===== src/rtl/lldma_pkg.sv =====
package lldma_pkg;
   // channel state field encoding
   typedef enum logic [1:0] {
      CH_IDLE  = 2'd0,
      CH_RUN   = 2'd1,
      CH_ABORT = 2'd2,
      CH_DONE  = 2'd3
   } ch_state_e;

   // walker sequencing states
   typedef enum logic [1:0] {
      WK_IDLE  = 2'd0,
      WK_FETCH = 2'd1,
      WK_COPY  = 2'd2
   } wk_state_e;

   // descriptor control word bits
   localparam int CW_CYCLE  = 0;
   localparam int CW_TOGGLE = 1;
   localparam int CW_LINK   = 2;

   // descriptor geometry in 32-bit words
   localparam int DATA_WORDS = 6;
   localparam int LINK_WORDS = 3;

   // interrupt status bits
   localparam int IRQ_STOP  = 0;
   localparam int IRQ_ABORT = 1;
   localparam int IRQ_SETUP_W = 6;

   // register word offsets
   localparam logic [3:0] RG_ENABLE = 4'd0;
   localparam logic [3:0] RG_LLEN   = 4'd1;
   localparam logic [3:0] RG_PTR_LO = 4'd2;
   localparam logic [3:0] RG_PTR_HI = 4'd3;
   localparam logic [3:0] RG_CYCLE  = 4'd4;
   localparam logic [3:0] RG_DOORB  = 4'd5;
   localparam logic [3:0] RG_ISETUP = 4'd6;
   localparam logic [3:0] RG_ISTAT  = 4'd7;
   localparam logic [3:0] RG_ICLEAR = 4'd8;
   localparam logic [3:0] RG_CHST   = 4'd9;
endpackage


===== src/rtl/lldma_regs.sv =====
module lldma_regs
   import lldma_pkg::*;
(
   input  logic       clk,
   input  logic       rst_n,
   input  logic       reg_we,
   input  logic [3:0] reg_addr,
   input  logic       wbit0,
   output logic       ptr_lo_we,
   output logic       ptr_hi_we,
   output logic       ccs_we,
   output logic       setup_we,
   output logic       clear_we,
   output logic       start,
   output logic       chan_en,
   output logic       list_en
);
   always_ff @(posedge clk or negedge rst_n) begin
      if (!rst_n) begin
         chan_en <= 1'b0;
         list_en <= 1'b0;
      end else if (reg_we) begin
         if (reg_addr == RG_ENABLE) chan_en <= wbit0;
         if (reg_addr == RG_LLEN)   list_en <= wbit0;
      end
   end

   assign ptr_lo_we = reg_we && (reg_addr == RG_PTR_LO);
   assign ptr_hi_we = reg_we && (reg_addr == RG_PTR_HI);
   assign ccs_we    = reg_we && (reg_addr == RG_CYCLE);
   assign setup_we  = reg_we && (reg_addr == RG_ISETUP);
   assign clear_we  = reg_we && (reg_addr == RG_ICLEAR);
   assign start     = reg_we && (reg_addr == RG_DOORB) && wbit0 && chan_en && list_en;
endmodule


===== src/rtl/lldma_walker.sv =====
module lldma_walker
   import lldma_pkg::*;
#(
   parameter int AW = 64,
   parameter int SW = 32
)(
   input  logic          clk,
   input  logic          rst_n,
   input  logic          start,
   input  logic          ptr_lo_we,
   input  logic          ptr_hi_we,
   input  logic          ccs_we,
   input  logic [31:0]   wdata,
   output logic          mem_req,
   output logic [AW-1:0] mem_addr,
   input  logic          mem_ack,
   input  logic [31:0]   mem_rdata,
   input  logic          mem_err,
   output logic          cp_valid,
   input  logic          cp_ready,
   output logic [AW-1:0] cp_src,
   output logic [AW-1:0] cp_dst,
   output logic [SW-1:0] cp_size,
   output logic [AW-1:0] cur_ptr,
   output logic          ccs,
   output ch_state_e     ch_state,
   output logic          ev_stop,
   output logic          ev_abort
);
   localparam int WIX_W = $clog2(DATA_WORDS);
   localparam logic [WIX_W-1:0] LINK_LAST = WIX_W'(LINK_WORDS - 1);
   localparam logic [WIX_W-1:0] DATA_LAST = WIX_W'(DATA_WORDS - 1);
   localparam logic [AW-1:0]    DATA_STEP = AW'(DATA_WORDS * 4);

   wk_state_e        st_q;
   ch_state_e        chs_q;
   logic [WIX_W-1:0] wix_q;
   logic [2:0]       ctl_q;
   logic [SW-1:0]    size_q;
   logic [AW-1:0]    src_q, dst_q, ptr_q;
   logic [31:0]      nlo_q;
   logic             ccs_q;
   logic             beat, is_link;

   assign beat     = (st_q == WK_FETCH) && mem_ack;
   assign is_link  = ctl_q[CW_LINK];
   assign ev_stop  = beat && !mem_err && (wix_q == '0) && (mem_rdata[CW_CYCLE] != ccs_q);
   assign ev_abort = beat && (mem_err ||
                     ((wix_q == WIX_W'(1)) && !is_link && (mem_rdata[SW-1:0] == '0)));

   always_ff @(posedge clk or negedge rst_n) begin
      if (!rst_n) begin
         st_q   <= WK_IDLE;
         chs_q  <= CH_IDLE;
         wix_q  <= '0;
         ctl_q  <= '0;
         size_q <= '0;
         src_q  <= '0;
         dst_q  <= '0;
         ptr_q  <= '0;
         nlo_q  <= '0;
         ccs_q  <= 1'b0;
      end else begin
         case (st_q)
            WK_IDLE: begin
               if (start) begin
                  st_q  <= WK_FETCH;
                  chs_q <= CH_RUN;
                  wix_q <= '0;
               end else begin
                  if (ptr_lo_we) ptr_q[31:0]    <= wdata;
                  if (ptr_hi_we) ptr_q[AW-1:32] <= wdata[AW-33:0];
                  if (ccs_we)    ccs_q          <= wdata[0];
               end
            end
            WK_FETCH: begin
               if (mem_ack) begin
                  if (ev_abort) begin
                     st_q  <= WK_IDLE;
                     chs_q <= CH_ABORT;
                  end else if (ev_stop) begin
                     st_q  <= WK_IDLE;
                     chs_q <= CH_DONE;
                  end else begin
                     wix_q <= wix_q + 1'b1;
                     if (wix_q == '0) begin
                        ctl_q <= mem_rdata[2:0];
                     end else if (is_link) begin
                        if (wix_q == LINK_LAST) begin
                           ptr_q <= {mem_rdata[AW-33:0], nlo_q};
                           ccs_q <= ccs_q ^ ctl_q[CW_TOGGLE];
                           wix_q <= '0;
                        end else begin
                           nlo_q <= mem_rdata;
                        end
                     end else begin
                        case (wix_q)
                           WIX_W'(1): size_q          <= mem_rdata[SW-1:0];
                           WIX_W'(2): src_q[31:0]     <= mem_rdata;
                           WIX_W'(3): src_q[AW-1:32]  <= mem_rdata[AW-33:0];
                           WIX_W'(4): dst_q[31:0]     <= mem_rdata;
                           default: begin
                              dst_q[AW-1:32] <= mem_rdata[AW-33:0];
                              if (wix_q == DATA_LAST) st_q <= WK_COPY;
                           end
                        endcase
                     end
                  end
               end
            end
            WK_COPY: begin
               if (cp_ready) begin
                  ptr_q <= ptr_q + DATA_STEP;
                  wix_q <= '0;
                  st_q  <= WK_FETCH;
               end
            end
            default: st_q <= WK_IDLE;
         endcase
      end
   end

   assign mem_req  = (st_q == WK_FETCH);
   assign mem_addr = ptr_q + AW'({wix_q, 2'b00});
   assign cp_valid = (st_q == WK_COPY);
   assign cp_src   = src_q;
   assign cp_dst   = dst_q;
   assign cp_size  = size_q;
   assign cur_ptr  = ptr_q;
   assign ccs      = ccs_q;
   assign ch_state = chs_q;
endmodule


===== src/rtl/lldma_irq.sv =====
module lldma_irq
   import lldma_pkg::*;
#(
   parameter bit REMOTE_IRQ = 1'b1
)(
   input  logic                   clk,
   input  logic                   rst_n,
   input  logic                   setup_we,
   input  logic                   clear_we,
   input  logic [IRQ_SETUP_W-1:0] wdata,
   input  logic                   ev_stop,
   input  logic                   ev_abort,
   output logic [IRQ_SETUP_W-1:0] setup,
   output logic [1:0]             stat,
   output logic                   irq_local,
   output logic                   irq_remote
);
   logic [1:0] live;

   always_ff @(posedge clk or negedge rst_n) begin
      if (!rst_n) begin
         setup <= '0;
         stat  <= '0;
      end else begin
         if (setup_we) setup <= wdata;
         // a new event wins over a clear in the same cycle
         stat[IRQ_STOP]  <= ev_stop  | (stat[IRQ_STOP]  & ~(clear_we & wdata[IRQ_STOP]));
         stat[IRQ_ABORT] <= ev_abort | (stat[IRQ_ABORT] & ~(clear_we & wdata[IRQ_ABORT]));
      end
   end

   assign live      = stat & ~setup[1:0];
   assign irq_local = |(live & setup[3:2]);

   generate
      if (REMOTE_IRQ) begin : g_remote
         assign irq_remote = |(live & setup[5:4]);
      end else begin : g_no_remote
         assign irq_remote = 1'b0;
      end
   endgenerate
endmodule


===== src/rtl/lldma_channel.sv =====
module lldma_channel
   import lldma_pkg::*;
#(
   parameter int AW         = 64,
   parameter int SW         = 32,
   parameter bit REMOTE_IRQ = 1'b1
)(
   input  logic          clk,
   input  logic          rst_n,
   input  logic          reg_we,
   input  logic [3:0]    reg_addr,
   input  logic [31:0]   reg_wdata,
   output logic [31:0]   reg_rdata,
   output logic          mem_req,
   output logic [AW-1:0] mem_addr,
   input  logic          mem_ack,
   input  logic [31:0]   mem_rdata,
   input  logic          mem_err,
   output logic          cp_valid,
   input  logic          cp_ready,
   output logic [AW-1:0] cp_src,
   output logic [AW-1:0] cp_dst,
   output logic [SW-1:0] cp_size,
   output logic          irq_local,
   output logic          irq_remote
);
   generate
      if (AW <= 32 || AW > 64) begin : g_bad_aw
         $error("lldma_channel: AW must lie in 33..64");
      end
      if (SW < 1 || SW > 32) begin : g_bad_sw
         $error("lldma_channel: SW must lie in 1..32");
      end
   endgenerate

   logic ptr_lo_we, ptr_hi_we, ccs_we, setup_we, clear_we, start;
   logic chan_en, list_en, ccs, ev_stop, ev_abort;
   logic [AW-1:0] cur_ptr;
   ch_state_e ch_status;
   logic [IRQ_SETUP_W-1:0] irq_setup;
   logic [1:0] irq_stat;

   lldma_regs u_regs (
      .clk(clk), .rst_n(rst_n), .reg_we(reg_we), .reg_addr(reg_addr),
      .wbit0(reg_wdata[0]), .ptr_lo_we(ptr_lo_we), .ptr_hi_we(ptr_hi_we),
      .ccs_we(ccs_we), .setup_we(setup_we), .clear_we(clear_we),
      .start(start), .chan_en(chan_en), .list_en(list_en)
   );

   lldma_walker #(.AW(AW), .SW(SW)) u_walk (
      .clk(clk), .rst_n(rst_n), .start(start), .ptr_lo_we(ptr_lo_we),
      .ptr_hi_we(ptr_hi_we), .ccs_we(ccs_we), .wdata(reg_wdata),
      .mem_req(mem_req), .mem_addr(mem_addr), .mem_ack(mem_ack),
      .mem_rdata(mem_rdata), .mem_err(mem_err), .cp_valid(cp_valid),
      .cp_ready(cp_ready), .cp_src(cp_src), .cp_dst(cp_dst), .cp_size(cp_size),
      .cur_ptr(cur_ptr), .ccs(ccs), .ch_state(ch_status),
      .ev_stop(ev_stop), .ev_abort(ev_abort)
   );

   lldma_irq #(.REMOTE_IRQ(REMOTE_IRQ)) u_irq (
      .clk(clk), .rst_n(rst_n), .setup_we(setup_we), .clear_we(clear_we),
      .wdata(reg_wdata[IRQ_SETUP_W-1:0]), .ev_stop(ev_stop), .ev_abort(ev_abort),
      .setup(irq_setup), .stat(irq_stat), .irq_local(irq_local),
      .irq_remote(irq_remote)
   );

   always_comb begin
      case (reg_addr)
         RG_ENABLE: reg_rdata = {31'b0, chan_en};
         RG_LLEN:   reg_rdata = {31'b0, list_en};
         RG_PTR_LO: reg_rdata = cur_ptr[31:0];
         RG_PTR_HI: reg_rdata = 32'(cur_ptr[AW-1:32]);
         RG_CYCLE:  reg_rdata = {31'b0, ccs};
         RG_ISETUP: reg_rdata = 32'(irq_setup);
         RG_ISTAT:  reg_rdata = 32'(irq_stat);
         RG_CHST:   reg_rdata = 32'(ch_status);
         default:   reg_rdata = 32'b0;
      endcase
   end
endmodule


===== config.mk =====
export PLATFORM = sky130hd
export DESIGN_NAME = lldma_channel
export DESIGN_NICKNAME = d
export VERILOG_FILES = /design/src/rtl/lldma_pkg.sv /design/src/rtl/lldma_regs.sv /design/src/rtl/lldma_walker.sv /design/src/rtl/lldma_irq.sv /design/src/rtl/lldma_channel.sv
export SDC_FILE = /design/constraint.sdc
export NUM_CORES = 1
export LEC_CHECK = 0
export BUFFER_PORTS_ARGS = -buffer_cell sky130_fd_sc_hd__buf_2
export CORE_ASPECT_RATIO = 0.5
export CORE_MARGIN = 10
export CORE_UTILIZATION = 55
export DETAILED_ROUTE_END_ITERATION = 7
export PLACE_DENSITY_LB_ADDON = 0.1
export SLEW_MARGIN = 20
export SYNTH_ARGS = -nofsm -noshare
export SYNTH_HDL_FRONTEND = slang
export SYNTH_HIERARCHICAL = 1
export SYNTH_SLANG_ARGS = --single-unit

===== constraint.sdc =====
create_clock -name clk -period 3.1 [get_ports clk]
set_input_delay 0.62 -clock clk [delete_from_list [all_inputs] [get_ports clk]]
set_output_delay 0.62 -clock clk [all_outputs]
set_load 0.05 [all_outputs]

; Word level (Yosys, flattened, before mapping)
; Cells that the tools add are included.
[word_totals]
register_bits = 277
input_bits = 74
word_cells = 160
[classes]
add_sub_neg = 3
eq_ne = 34
muxes = 44
bitwise_logic = 19
reduce_logical = 43
[ops]
columns = cell, count
row1 = $mux W64, 8
row2 = $pmux W32 S8, 1
row3 = $pmux W64 S3, 1
row4 = $add A64 B5 Y64, 1
row5 = $add A64 B5 Y64 const B, 1
row6 = $mux W32, 2
row7 = $reduce_and A7 Y1, 7
row8 = $logic_not A32 Y1, 1
row9 = $mux W2, 12
row10 = $mux W3, 8
row11 = $reduce_and A10 Y1, 2
row12 = $eq A4 B3 Y1 const B, 4
row13 = $logic_and A1 B1 Y1, 16
row14 = $ne A2 B2 Y1 const B, 8
row15 = $ne A4 B2 Y1 const B, 3
row16 = $pmux W3 S3, 1
row17 = $reduce_and A9 Y1, 1
row18 = $eq A4 B2 Y1 const B, 2
row19 = $eq A4 B4 Y1 const B, 2
row20 = $mux W1, 8
row21 = $ne A2 B1 Y1 const B, 4
row22 = $not A1 Y1, 8
row23 = $and A2 B2 Y2, 3
row24 = $eq A3 B2 Y1 const B, 2
row25 = other kinds (29), 37

; Longest topological paths before layout
[depth]
word_depth = 9
depth_mapped = 10
mapped_depth_nobuf = 8

; By module
; The synthesis kept the hierarchy.
[modules_own_cells]
columns = module, instances, cells_per_inst, area_per_inst_um2, seq_area_each_um2
row1 = lldma_walker, 1, 1294, 13792.0, 6656.4
row2 = lldma_channel, 1, 62, 534.3, 0.0
row3 = lldma_irq, 1, 23, 354.1, 200.2
row4 = lldma_regs, 1, 16, 166.4, 50.0

; Least setup slack after synthesis
; Ideal clock, no wire load.
[synth_path]
path_type = register to output
startpoint = reg u_walk.ptr_q[13] (netlist: u_walk/cur_ptr[13])
endpoint = out mem_addr[61]
arrival_ns = 2.863
required_ns = 2.480
slack_ns = -0.383
path_stages_with_launch = 10
n_path_buf = 3
path_cell_list = dfrtp_1 > buf_2 > nand4_2 > or4_1 > buf_2 > or4_4 > buf_6 > nand2b_4 > nor2_2 > xor2_1
[synth_via]
elab_chain_cells = 1
[synth_rtl]
columns = item, line_no
row1 = from (decl), lldma_walker.sv:40  ; logic [AW-1:0] src_q, dst_q, ptr_q;
row2 = from (signal assigned), lldma_walker.sv:71  ; if (ptr_lo_we) ptr_q[31:0] <= wdata;
row3 = "from (signal, indexed assignment)", lldma_walker.sv:72  ; if (ptr_hi_we) ptr_q[AW-1:32] <= wdata[AW-33:0];
row4 = from (signal assigned), lldma_walker.sv:90  ; ptr_q <= {mem_rdata[AW-33:0], nlo_q};
row5 = $add A64 B5 Y64, lldma_walker.sv:124  ; assign mem_addr = ptr_q + AW'({wix_q, 2'b00});
row6 = to (decl), lldma_channel.sv:15  ; output logic [AW-1:0] mem_addr,
; Every way passes these cells.

; Final worst setup path
[layout_path]
startpoint = reg u_walk.ptr_q[3] (netlist: u_walk/cur_ptr[3])
endpoint = out mem_addr[61]
; Same word-level chain as after synthesis.

==> results.toml <==
[timing]
setup_tns_ns = -11.04
fin_crit_sh_pct = 113
rsz0062_at_grt = "true"
fin_crit_ns = 3.50
max_slew_margin_pct = 56.9
finalHoldViolCount = 0
slew_viol_final = 0
fmax_mhz = 286
setup_viol = 48
fin_skew_ns = 0.0240
layout_setup_ws_ns = -0.398
tightest_slew_ns = 0.645

[global_routing]
antenna_found_initial = 2
grt_util_met1_pct = 46.0
grt_pass1_vias = 14420
globalRouteMet2Util_pct = 57.3
top_usage_layer = "met2"
grt_max_degree = 83
overflow = 0
grt_pass1_wl_um = 92600
grtUsageTotal_pct = 35.3
use_met3_pct = 9.20

[cells_and_area]
final_cells = 2225
seq_area_um2 = 6930
final_nets = 1944
multi_input_area_um2 = 8350
layout-drive-gt1-share_pct = 49.1
area_growth_pct = 39.7
fillCellCount = 1708
utilization_pct = 78.3

[floorplan]
dieArea_um2 = 34400
num_io_pins = 334
std_cell_rows = 42
chipHeight_um = 136
core-area_um2 = 26500
initial_utilization_pct = 56.1
fp.dieW_um = 252

[logic_synthesis]
syn_inst = 1395
synth_area_leader_cell = "dfrtp_1"
ys_warn_count = 6
synth-seq-cells = 276
yosysMostFrequentCell = "dfrtp_1"
synth_ff_type = "dfrtp_1"
synth_seq_area_share_pct = 46.5
syn-cell-area_um2 = 14800
async_reset_ff_share_pct = 100
syn_nets = 1484
synth_area_leaders = "dfrtp_1, mux2_2, a22o_1, a21oi_1, o21ai_0"
ys_types = 81
synth.top_cell.area_share_pct = 46.5
synth_edf_count = 0
avgSynthCellArea_um2 = 10.6
synth_commonest_cells = "dfrtp_1, mux2_2, a21oi_1"

[routing]
drt_first_iter_violations = 2123
dr_total_vias = 14469
drc = 1
dr.pass1.iters = 8
ant_nets = 0
routed_wirelength_um = 62800
routed_via_density = 6.50
avgRoutedWirePerCell_um = 28.2

[pwr]
p_per_area_nw_per_um2 = 1050
peakVddDrop_mv = 0.827
leakage_nw = 9.94

[placed_design]
dp_hpwl_um = 45700
gp_congestion = 0.968
portBuffers = 333
post-place-cells = 2124

[critical_path]
critPathLaunchType = "register"
ff2ff_path_depth = 10
crit_arrival_ns = 2.88
reg2reg_slack_ns = 0.15
crit_type = "register to output pin"
r2r-end = "u_walk/cur_ptr[29]"
cp-end-kind = "output pin"
cp_max_fo = 6
crit_required_ns = 2.48
r2r-start = "u_walk/wix_q[0]"

[clock_network]
clkSinkCount = 276
cts_buffers = 25
htree_levels = 1
tritoncts = "done"
ctsLongestPathBuffers = 3
cts.clk_slew.worst_paths_ns = 0.07
root_buffer = "clkbuf_16"
insertion_delay_ns = 0.58

[hold_path]
hp-class = "primary input to register"
whs_path_depth = 2
min-delay-start = "reg_wdata[2]"
hold_end = "u_irq/setup[2]"

[run_status]
violations = "design-rule violations, negative setup slack"
status = "finished, violations left"

[job]
max_cap_viol_count = 0
cell usage in the layout, fill, tap and decap left out, types with 12 or more instances in the layout:
master	instances
xor2_2	17
nand2_1	66
mux2_2	197
xor2_1	14
buf_6	36
dfrtp_2	16
buf_4	173
nand3_1	38
o31ai_1	16
o211ai_1	15
a22o_1	47
buf_12	48
inv_1	29
dfrtp_1	260
nor3_1	32
a21oi_1	77
nor2b_1	37
clkbuf_16	25
buf_2	264
nor2_1	38
o31a_1	14
o21ai_0	76
nor2_4	31
xnor2_2	12
nand4_1	29
per-stage QoR:
step	hold slack, ns	instance area, um^2	setup slack (ns)	power (mW)
global route	0.309	20700	-0.453	22.4
detailed placement	0.488	18600	-0.0106	17.5
CTS	0.290	20400	-0.351	21.3
floorplan	0.324	15200	-0.185	13.4
global placement	0.483	18600	0.0752	17.2
finish	0.302	20700	-0.398	21.7
timing repair:
action / 4_1_cts / 5_1_grt
endpoints found under the hold margin: 1 / 0
buffers inserted: 46 / 17
hold buffers: 1 / 0
setup endpoints to repair: 58 / 58
resized for setup: 164 / 54
pin swaps: 41 / 46
cells by family after synthesis:
family,synth area share [%]
fa+ha+maj,1.31
simple gates,14.2
buf+inv,3.80
mux,15.9
flops,46.5
xor+xnor,3.60
compound gates,14.7
per-layer routing:
layer / vias up / part of all wire [%]
met1: 7279 / 39
li1: 6045 / -
met2: 989 / 47
met4: 0 / 3.2
met3: 156 / 11
met5: - / 0
where the power goes:
group,switching (mW),internal (mW)
combinational,8.24,4.13
clock,1.51,1.80
sequential,1.05,4.95
flip-flops by register name, summed over array words and instances, names as in the netlist:
name and count:
u_walk/ctl_q 2, u_walk/cur_ptr 64, u_irq/stat 2, u_walk/ch_state 2
u_walk/cp_src 64, u_walk/st_q 2, u_irq/setup 6, u_regs/chan_en 1
u_walk/nlo_q 32, u_walk/cp_dst 64, u_regs/list_en 1, u_walk/cp_size 32
u_walk/ccs 1, u_walk/wix_q 3
worst max path at each step:
stage                  startpoint                 to  slack (ns)  cells after the start
3_3_place_gp        mem_rdata[26]  u_walk/cp_src[36]        0.08                      9
5_1_grt         u_walk/cur_ptr[3]       mem_addr[53]       -0.45                      8
3_5_place_dp        mem_rdata[26]  u_walk/cp_dst[42]       -0.01                      9
6_report        u_walk/cur_ptr[3]       mem_addr[61]       -0.40                      8
4_1_cts           u_walk/wix_q[2]       mem_addr[61]       -0.35                      8
2_1_floorplan  u_walk/cur_ptr[13]       mem_addr[61]       -0.19                      9
area by class of cell:
| cell class | count | area share [%] |
|---|---|---|
| Antenna cell | 2 | 0.0241 |
| Inverter | 29 | 0.525 |
| Sequential cell | 276 | 33.4 |
| Clock inverter | 13 | 0.815 |
| Multi-Input combinational cell | 995 | 40.3 |
| Timing Repair Buffer | 528 | 19.6 |
| Clock buffer | 30 | 3.20 |
| Tap cell | 352 | 2.12 |
critical path, stage by stage, from the launching register on:
cell and delay [ns]:
dfrtp_1 0.45, ha_4 0.29, a21o_1 0.17, o21ai_4 0.09, or4_4 0.61, nand2b_4 0.21, nor2_4 0.12, xor2_2 0.19
buf_12 0.16
(Power assumes the default switching activity.)
